$ cat src/rtl/iau_pkg.sv
package iau_pkg;
  typedef enum logic [1:0] {
    SRC_DIRECT = 2'd0,
    SRC_PTR_A  = 2'd1,
    SRC_PTR_B  = 2'd2
  } addr_src_e;

  localparam int unsigned NUM_WIN = 2;
endpackage

$ cat src/rtl/iau_route.sv
module iau_route
  import iau_pkg::*;
#(
  parameter int unsigned AW = 8,
  parameter logic [AW-1:0] WIN_A = 8'h00,
  parameter logic [AW-1:0] WIN_B = 8'h08
) (
  input  logic [AW-1:0] file_addr,
  input  logic [AW-1:0] ptr_a,
  input  logic [AW-1:0] ptr_b,
  output addr_src_e     src,
  output logic [AW-1:0] eff_addr
);
  localparam logic [AW-1:0] WIN_TAB [NUM_WIN] = '{WIN_A, WIN_B};

  logic [NUM_WIN-1:0] hit;

  for (genvar i = 0; i < NUM_WIN; i++) begin : g_win
    assign hit[i] = (file_addr == WIN_TAB[i]);
  end

  always_comb begin
    if (hit[0]) begin
      src      = SRC_PTR_A;
      eff_addr = ptr_a;
    end else if (hit[1]) begin
      src      = SRC_PTR_B;
      eff_addr = ptr_b;
    end else begin
      src      = SRC_DIRECT;
      eff_addr = file_addr;
    end
  end
endmodule

$ cat src/rtl/iau_bank.sv
module iau_bank #(
  parameter int unsigned AW = 8,
  parameter int unsigned BW = 4,
  parameter logic [AW-1:0] BANK_BASE = 8'h20
) (
  input  logic [AW-1:0] eff_addr,
  input  logic [BW-1:0] bank_sel,
  output logic [BW-1:0] eff_bank
);
  logic banked;
  assign banked   = (eff_addr >= BANK_BASE);
  assign eff_bank = banked ? bank_sel : '0;
endmodule

$ cat src/rtl/iau_gate.sv
module iau_gate
  import iau_pkg::*;
#(
  parameter int unsigned AW = 8,
  parameter int unsigned DW = 8,
  parameter logic [AW-1:0] WIN_A = 8'h00,
  parameter logic [AW-1:0] WIN_B = 8'h08
) (
  input  logic          acc_en,
  input  logic          acc_we,
  input  addr_src_e     src,
  input  logic [AW-1:0] eff_addr,
  input  logic [DW-1:0] wr_data,
  input  logic [DW-1:0] mem_rdata,
  output logic          mem_en,
  output logic          mem_we,
  output logic [DW-1:0] mem_wdata,
  output logic [DW-1:0] rd_data,
  output logic          zero_set,
  output logic          stat_hold
);
  localparam logic [AW-1:0] WIN_TAB [NUM_WIN] = '{WIN_A, WIN_B};

  logic [NUM_WIN-1:0] lands_on;
  logic               self_ref;
  logic               live_rd;
  logic               live_wr;

  for (genvar i = 0; i < NUM_WIN; i++) begin : g_land
    assign lands_on[i] = (eff_addr == WIN_TAB[i]);
  end

  assign self_ref  = (src != SRC_DIRECT) && (|lands_on);
  assign live_rd   = acc_en && !acc_we;
  assign live_wr   = acc_en && acc_we;

  assign mem_en    = acc_en && !self_ref;
  assign mem_we    = live_wr && !self_ref;
  assign mem_wdata = wr_data;
  assign rd_data   = (live_rd && !self_ref) ? mem_rdata : '0;
  assign zero_set  = live_rd && self_ref;
  assign stat_hold = live_wr && self_ref;
endmodule

$ cat src/rtl/indirect_addr_unit.sv
module indirect_addr_unit
  import iau_pkg::*;
#(
  parameter int unsigned AW = 8,
  parameter int unsigned DW = 8,
  parameter int unsigned BW = 4,
  parameter logic [AW-1:0] WIN_A = 8'h00,
  parameter logic [AW-1:0] WIN_B = 8'h08,
  parameter logic [AW-1:0] BANK_BASE = 8'h20
) (
  input  logic          acc_en,
  input  logic          acc_we,
  input  logic [AW-1:0] file_addr,
  input  logic [DW-1:0] wr_data,
  input  logic [AW-1:0] ptr_a,
  input  logic [AW-1:0] ptr_b,
  input  logic [BW-1:0] bank_sel,
  input  logic [DW-1:0] mem_rdata,
  output logic [BW-1:0] eff_bank,
  output logic [AW-1:0] eff_addr,
  output logic          mem_en,
  output logic          mem_we,
  output logic [DW-1:0] mem_wdata,
  output logic [DW-1:0] rd_data,
  output logic          zero_set,
  output logic          stat_hold
);
  addr_src_e src;

  iau_route #(.AW(AW), .WIN_A(WIN_A), .WIN_B(WIN_B)) u_route (
    .file_addr (file_addr),
    .ptr_a     (ptr_a),
    .ptr_b     (ptr_b),
    .src       (src),
    .eff_addr  (eff_addr)
  );

  iau_bank #(.AW(AW), .BW(BW), .BANK_BASE(BANK_BASE)) u_bank (
    .eff_addr (eff_addr),
    .bank_sel (bank_sel),
    .eff_bank (eff_bank)
  );

  iau_gate #(.AW(AW), .DW(DW), .WIN_A(WIN_A), .WIN_B(WIN_B)) u_gate (
    .acc_en    (acc_en),
    .acc_we    (acc_we),
    .src       (src),
    .eff_addr  (eff_addr),
    .wr_data   (wr_data),
    .mem_rdata (mem_rdata),
    .mem_en    (mem_en),
    .mem_we    (mem_we),
    .mem_wdata (mem_wdata),
    .rd_data   (rd_data),
    .zero_set  (zero_set),
    .stat_hold (stat_hold)
  );
endmodule

$ cat config.mk
export PLATFORM = sky130hd
export DESIGN_NAME = indirect_addr_unit
export DESIGN_NICKNAME = d
export VERILOG_FILES = /design/src/rtl/iau_pkg.sv /design/src/rtl/iau_route.sv /design/src/rtl/iau_bank.sv /design/src/rtl/iau_gate.sv /design/src/rtl/indirect_addr_unit.sv
export SDC_FILE = /design/constraint.sdc
export NUM_CORES = 1
export LEC_CHECK = 0
export BUFFER_PORTS_ARGS = -buffer_cell sky130_fd_sc_hd__buf_2
export CORE_MARGIN = 2
export CORE_UTILIZATION = 31
export DETAILED_ROUTE_END_ITERATION = 12
export PLACE_DENSITY = 0.8
export SLEW_MARGIN = 20
export SYNTH_ARGS = -nofsm -noshare
export SYNTH_HDL_FRONTEND = slang
export SYNTH_HIERARCHICAL = 1
export SYNTH_SLANG_ARGS = --single-unit
$ cat constraint.sdc
create_clock -name vclk -period 3.55
set_input_delay 0.71 -clock vclk [all_inputs]
set_output_delay 0.71 -clock vclk [all_outputs]
set_load 0.01 [all_outputs]
; ---- Word-level counts from Yosys, hierarchy flattened
; Cells that the tools add are included.
[op_classes]
eq_ne = 2
muxes = 6
order_cmp = 1
reduce_logical = 14
[op_table]
columns = cell, count
row1 = 8-bit 2-to-1 mux, 3
row2 = "8-bit by 4-bit == test with 1-bit output, second input constant", 2
row3 = 8-bit logical NOT, 2
row4 = "8-bit by 6-bit greater-or-equal comparator with 1-bit output, second input constant", 1
row5 = 1-bit logical AND, 8
row6 = 2-bit 2-to-1 mux, 2
row7 = 4-bit 2-to-1 mux, 1
row8 = 1-bit logical NOT, 2
row9 = 2-bit nonzero test, 1
row10 = 2-bit OR reduction, 1
[totals]
in_bits = 46
register_bits = 0

; ---- Depth between registers and ports, before layout
[logic_depth]
depth_word = 9
ltp_mapped = 6

; ---- Cells and area by module
; The synthesis kept the hierarchy.
[modules_own_cells]
columns = module, cells_each, area_each_um2, n_inst
row1 = iau_gate, 38, 250.2, 1
row2 = iau_route, 38, 239.0, 1
row3 = iau_bank, 4, 35.0, 1

; ---- Worst setup path before layout
; OpenSTA, ideal clock, no wires.
[synth_timing]
path_type = input to output
start = input file_addr[1]
end = output stat_hold
arrival_ps = 2783
stages = 5
setup_slack_ps = 57
path_cell_list = or4_4 -> nor3_4 -> a21oi_1 -> or4_4 -> nor4_1
[synth_lines]
columns = item, line
row1 = from (decl), indirect_addr_unit.sv:13  ; input logic [AW-1:0] file_addr,
row2 = 8-bit logical NOT, iau_route.sv:19  ; assign hit[i] = (file_addr == WIN_TAB[i]);
row3 = 2-bit 2-to-1 mux, iau_route.sv:23  ; if (hit[0]) begin
row4 = net src[0], indirect_addr_unit.sv:28  ; addr_src_e src;
row5 = 2-bit nonzero test, iau_gate.sv:33  ; assign self_ref = (src != SRC_DIRECT) && (|lands_on);
row6 = 1-bit logical AND, iau_gate.sv:33
row7 = 1-bit logical AND, iau_gate.sv:42  ; assign stat_hold = live_wr && self_ref;
row8 = to (decl), indirect_addr_unit.sv:26  ; output logic stat_hold
; The timed path passes the listed nets, and every way through them passes these cells.

; ---- Worst setup path in the final report
[layout_timing]
start = input file_addr[1]
end = output zero_set
[layout_lines]
columns = item, line
row1 = 8-bit logical NOT, iau_route.sv:19
row2 = 2-bit 2-to-1 mux, iau_route.sv:23
row3 = net src[0], indirect_addr_unit.sv:28
row4 = 2-bit nonzero test, iau_gate.sv:33
row5 = 1-bit logical AND, iau_gate.sv:33
row6 = 1-bit logical AND, iau_gate.sv:41  ; assign zero_set = live_rd && self_ref;
row7 = to (decl), indirect_addr_unit.sv:25  ; output logic zero_set,
; The timed path passes the listed nets, and every way through them passes these cells.

==> results by group <==
Finish
  – Seq cells: 0
  – Layout Utilization: 0.550
  – FILL cells: 167
  – Register area: 0 um2
  – N_diodes: 0
  – Fin nets: 189
  – Commonest cells after routing, fill and taps aside: 62 x buf_2, 15 x inv_1, 10 x buf_4
  – Area growth from synthesis to layout: 61.6%
  – Clock buffer cells: 0
  – Layout Cells excl Fill: 157
  – Layout cell share with drive strength beyond 1: 0.553
  – Commonest non-fill, non-tap cell in the layout: buf_2

Detailed routing
  – Vias/cell: 5.30
  – Post-route antenna net violation count: 0
  – Wire per inst: 11.5 um
  – Vias: 832
  – # DRC: 0
  – 1st-iter DRT viols: 15
  – DRT Wirelength: 1810 um
  – Drt pass-1 iters: 4

Timing
  – Final period util: 0.966
  – Final setup violation count: 0
  – Worst slew pin tran: 0.315 ns
  – Max Fclk: 292 MHz
  – Max-slew violations: 0
  – Setup TNS: 0 ns
  – Hold_ws: 1.42 ns
  – Post-layout min period: 3.43 ns
  – Final hold vios: 0
  – RSZ-0062 raised after global routing: no
  – Slew Limit Headroom: 0.788

Placement
  – Inst Count DP: 157
  – Post-DP HPWL: 1600 um
  – Gpl congestion: 0.760
  – IO buf count: 62

Floorplanning
  – Chip Width: 45.1 um
  – Die Ht: 45.1 um
  – I/O pin count: 78
  – Area of the core: 0.00154 mm2
  – Die area: 0.00204 mm2
  – Initial core utilization: 0.340
  – Core Rows: 14

Synthesis
  – Distinct cells, synth: 20
  – Yosys warning count: 6
  – Mapped Nets: 126
  – Mapped Area: 524 um2
  – Avg Inst Size Synth: 6.55 um2
  – Sequential fraction of the synthesis area: 0
  – Syn Inst Count: 80

Hold path
  – Worst hold path class: primary input to output pin
  – Min-delay src: wr_data[0]

Global route
  – Largest net degree at the start of global routing: 12
  – Total GRT Usage: 0.163
  – Vias in the first global route: 676
  – Antenna violations before repair: 0
  – GRT overflow: 0
  – First-pass GRT wire length: 2620 um

Critical path
  – Arrival @ worst endpoint: 2.72 ns
  – Crit Path Class: primary input to output pin
  – CP startpoint: file_addr[1]
  – Required time of the worst setup path: 2.84 ns
  – Crit Path Max Fanout: 5
  – CP Capture Type: output pin
  – Worst setup SP type: primary input
  – Setup crit end: zero_set

Job
  – Max cap viols: 0

Pwr
  – Power Dens Cells: 97.9 mW/mm2
  – VDD IR max: 0.0529 mV
  – P_leak: 0.485 nW

Clock network
  – Post-CTS Setup Bufs: 0
  – Post-CTS resize count: 0

Status
  – Status: complete, no violations
critical path, cell delays in order:
cell and delay (ns):
buf_2 0.12, or4_4 0.55, nor3_4 0.20, a21oi_1 0.13, or4_4 0.56, nor4_1 0.28
buf_2 0.17
where the power goes:
part / internal, mW / leakage, nW / switching [mW]
clock: 0 / 0 / 0
sequential: 0 / 0 / 0
combinational: 0.0414 / 0.485 / 0.0415
total: 0.0414 / 0.485 / 0.0415
layout make-up:
cell class	count	area [um2]	area share
tap	16	20.0	0.0236
timing repair buffer	72	385	0.455
multi-input combinational	54	385	0.455
inverter	15	56.3	0.0665
worst min-delay path by stage:
stage                               to  slack [ns]  cells past startpoint
after detailed placement  mem_wdata[3]        1.42                      0
after global placement    mem_wdata[3]        1.42                      0
after floorplan             rd_data[0]        1.51                      2
final                     mem_wdata[0]        1.42                      0
after global routing      mem_wdata[5]        1.42                      0
after CTS                 mem_wdata[3]        1.42                      0
what timing repair did:
item | in CTS | in global routing
hold endpoints to repair | 0 | 0
endpoints found under the setup margin | 0 | 2
hold buffers | 0 | 0
metrics by stage:
| stage | cell area (um2) | setup slack, ns | total power, mW |
|---|---|---|---|
| after floorplan | 524 | 0.0573 | 0.0481 |
| after detailed placement | 847 | 0.0732 | 0.0830 |
| final | 847 | 0.122 | 0.0829 |
| after CTS | 847 | 0.0689 | 0.0833 |
| after global placement | 847 | 0.101 | 0.0805 |
| after global routing | 847 | 0.0454 | 0.0910 |
cell families after synthesis:
| kind of cell | after synthesis | share of synthesized area |
|---|---|---|
| simple gates | 24 | 0.334 |
| compound gates | 30 | 0.401 |
| buf+inv | 26 | 0.265 |
synth_stat cells:
cell type  number  area [um2]
or2_2           1        6.26
and3_1          1        6.26
or2b_1          1        7.51
a21oi_1         8        40.0
clkbuf_1        2        7.51
inv_1          15        56.3
buf_4           8        60.1
or3_1           2        12.5
or4_4           2        22.5
nand2_1         1        3.75
nor4_2          2        25.0
nand2b_1        7        43.8
nor3_4          1        16.3
o31a_1          5        43.8
a31oi_1         9        56.3
nor3_1          3        15.0
nor2_1          1        3.75
buf_8           1        15.0
a311oi_1        8        70.1
nor4_1          2        12.5
routing by layer:
layer  GRT usage  part of all wire
met5           0                 0
met4           0                 0
met3     0.00400              0.11
met2       0.346              0.53
met1       0.184              0.37
(Power assumes the default switching activity.)
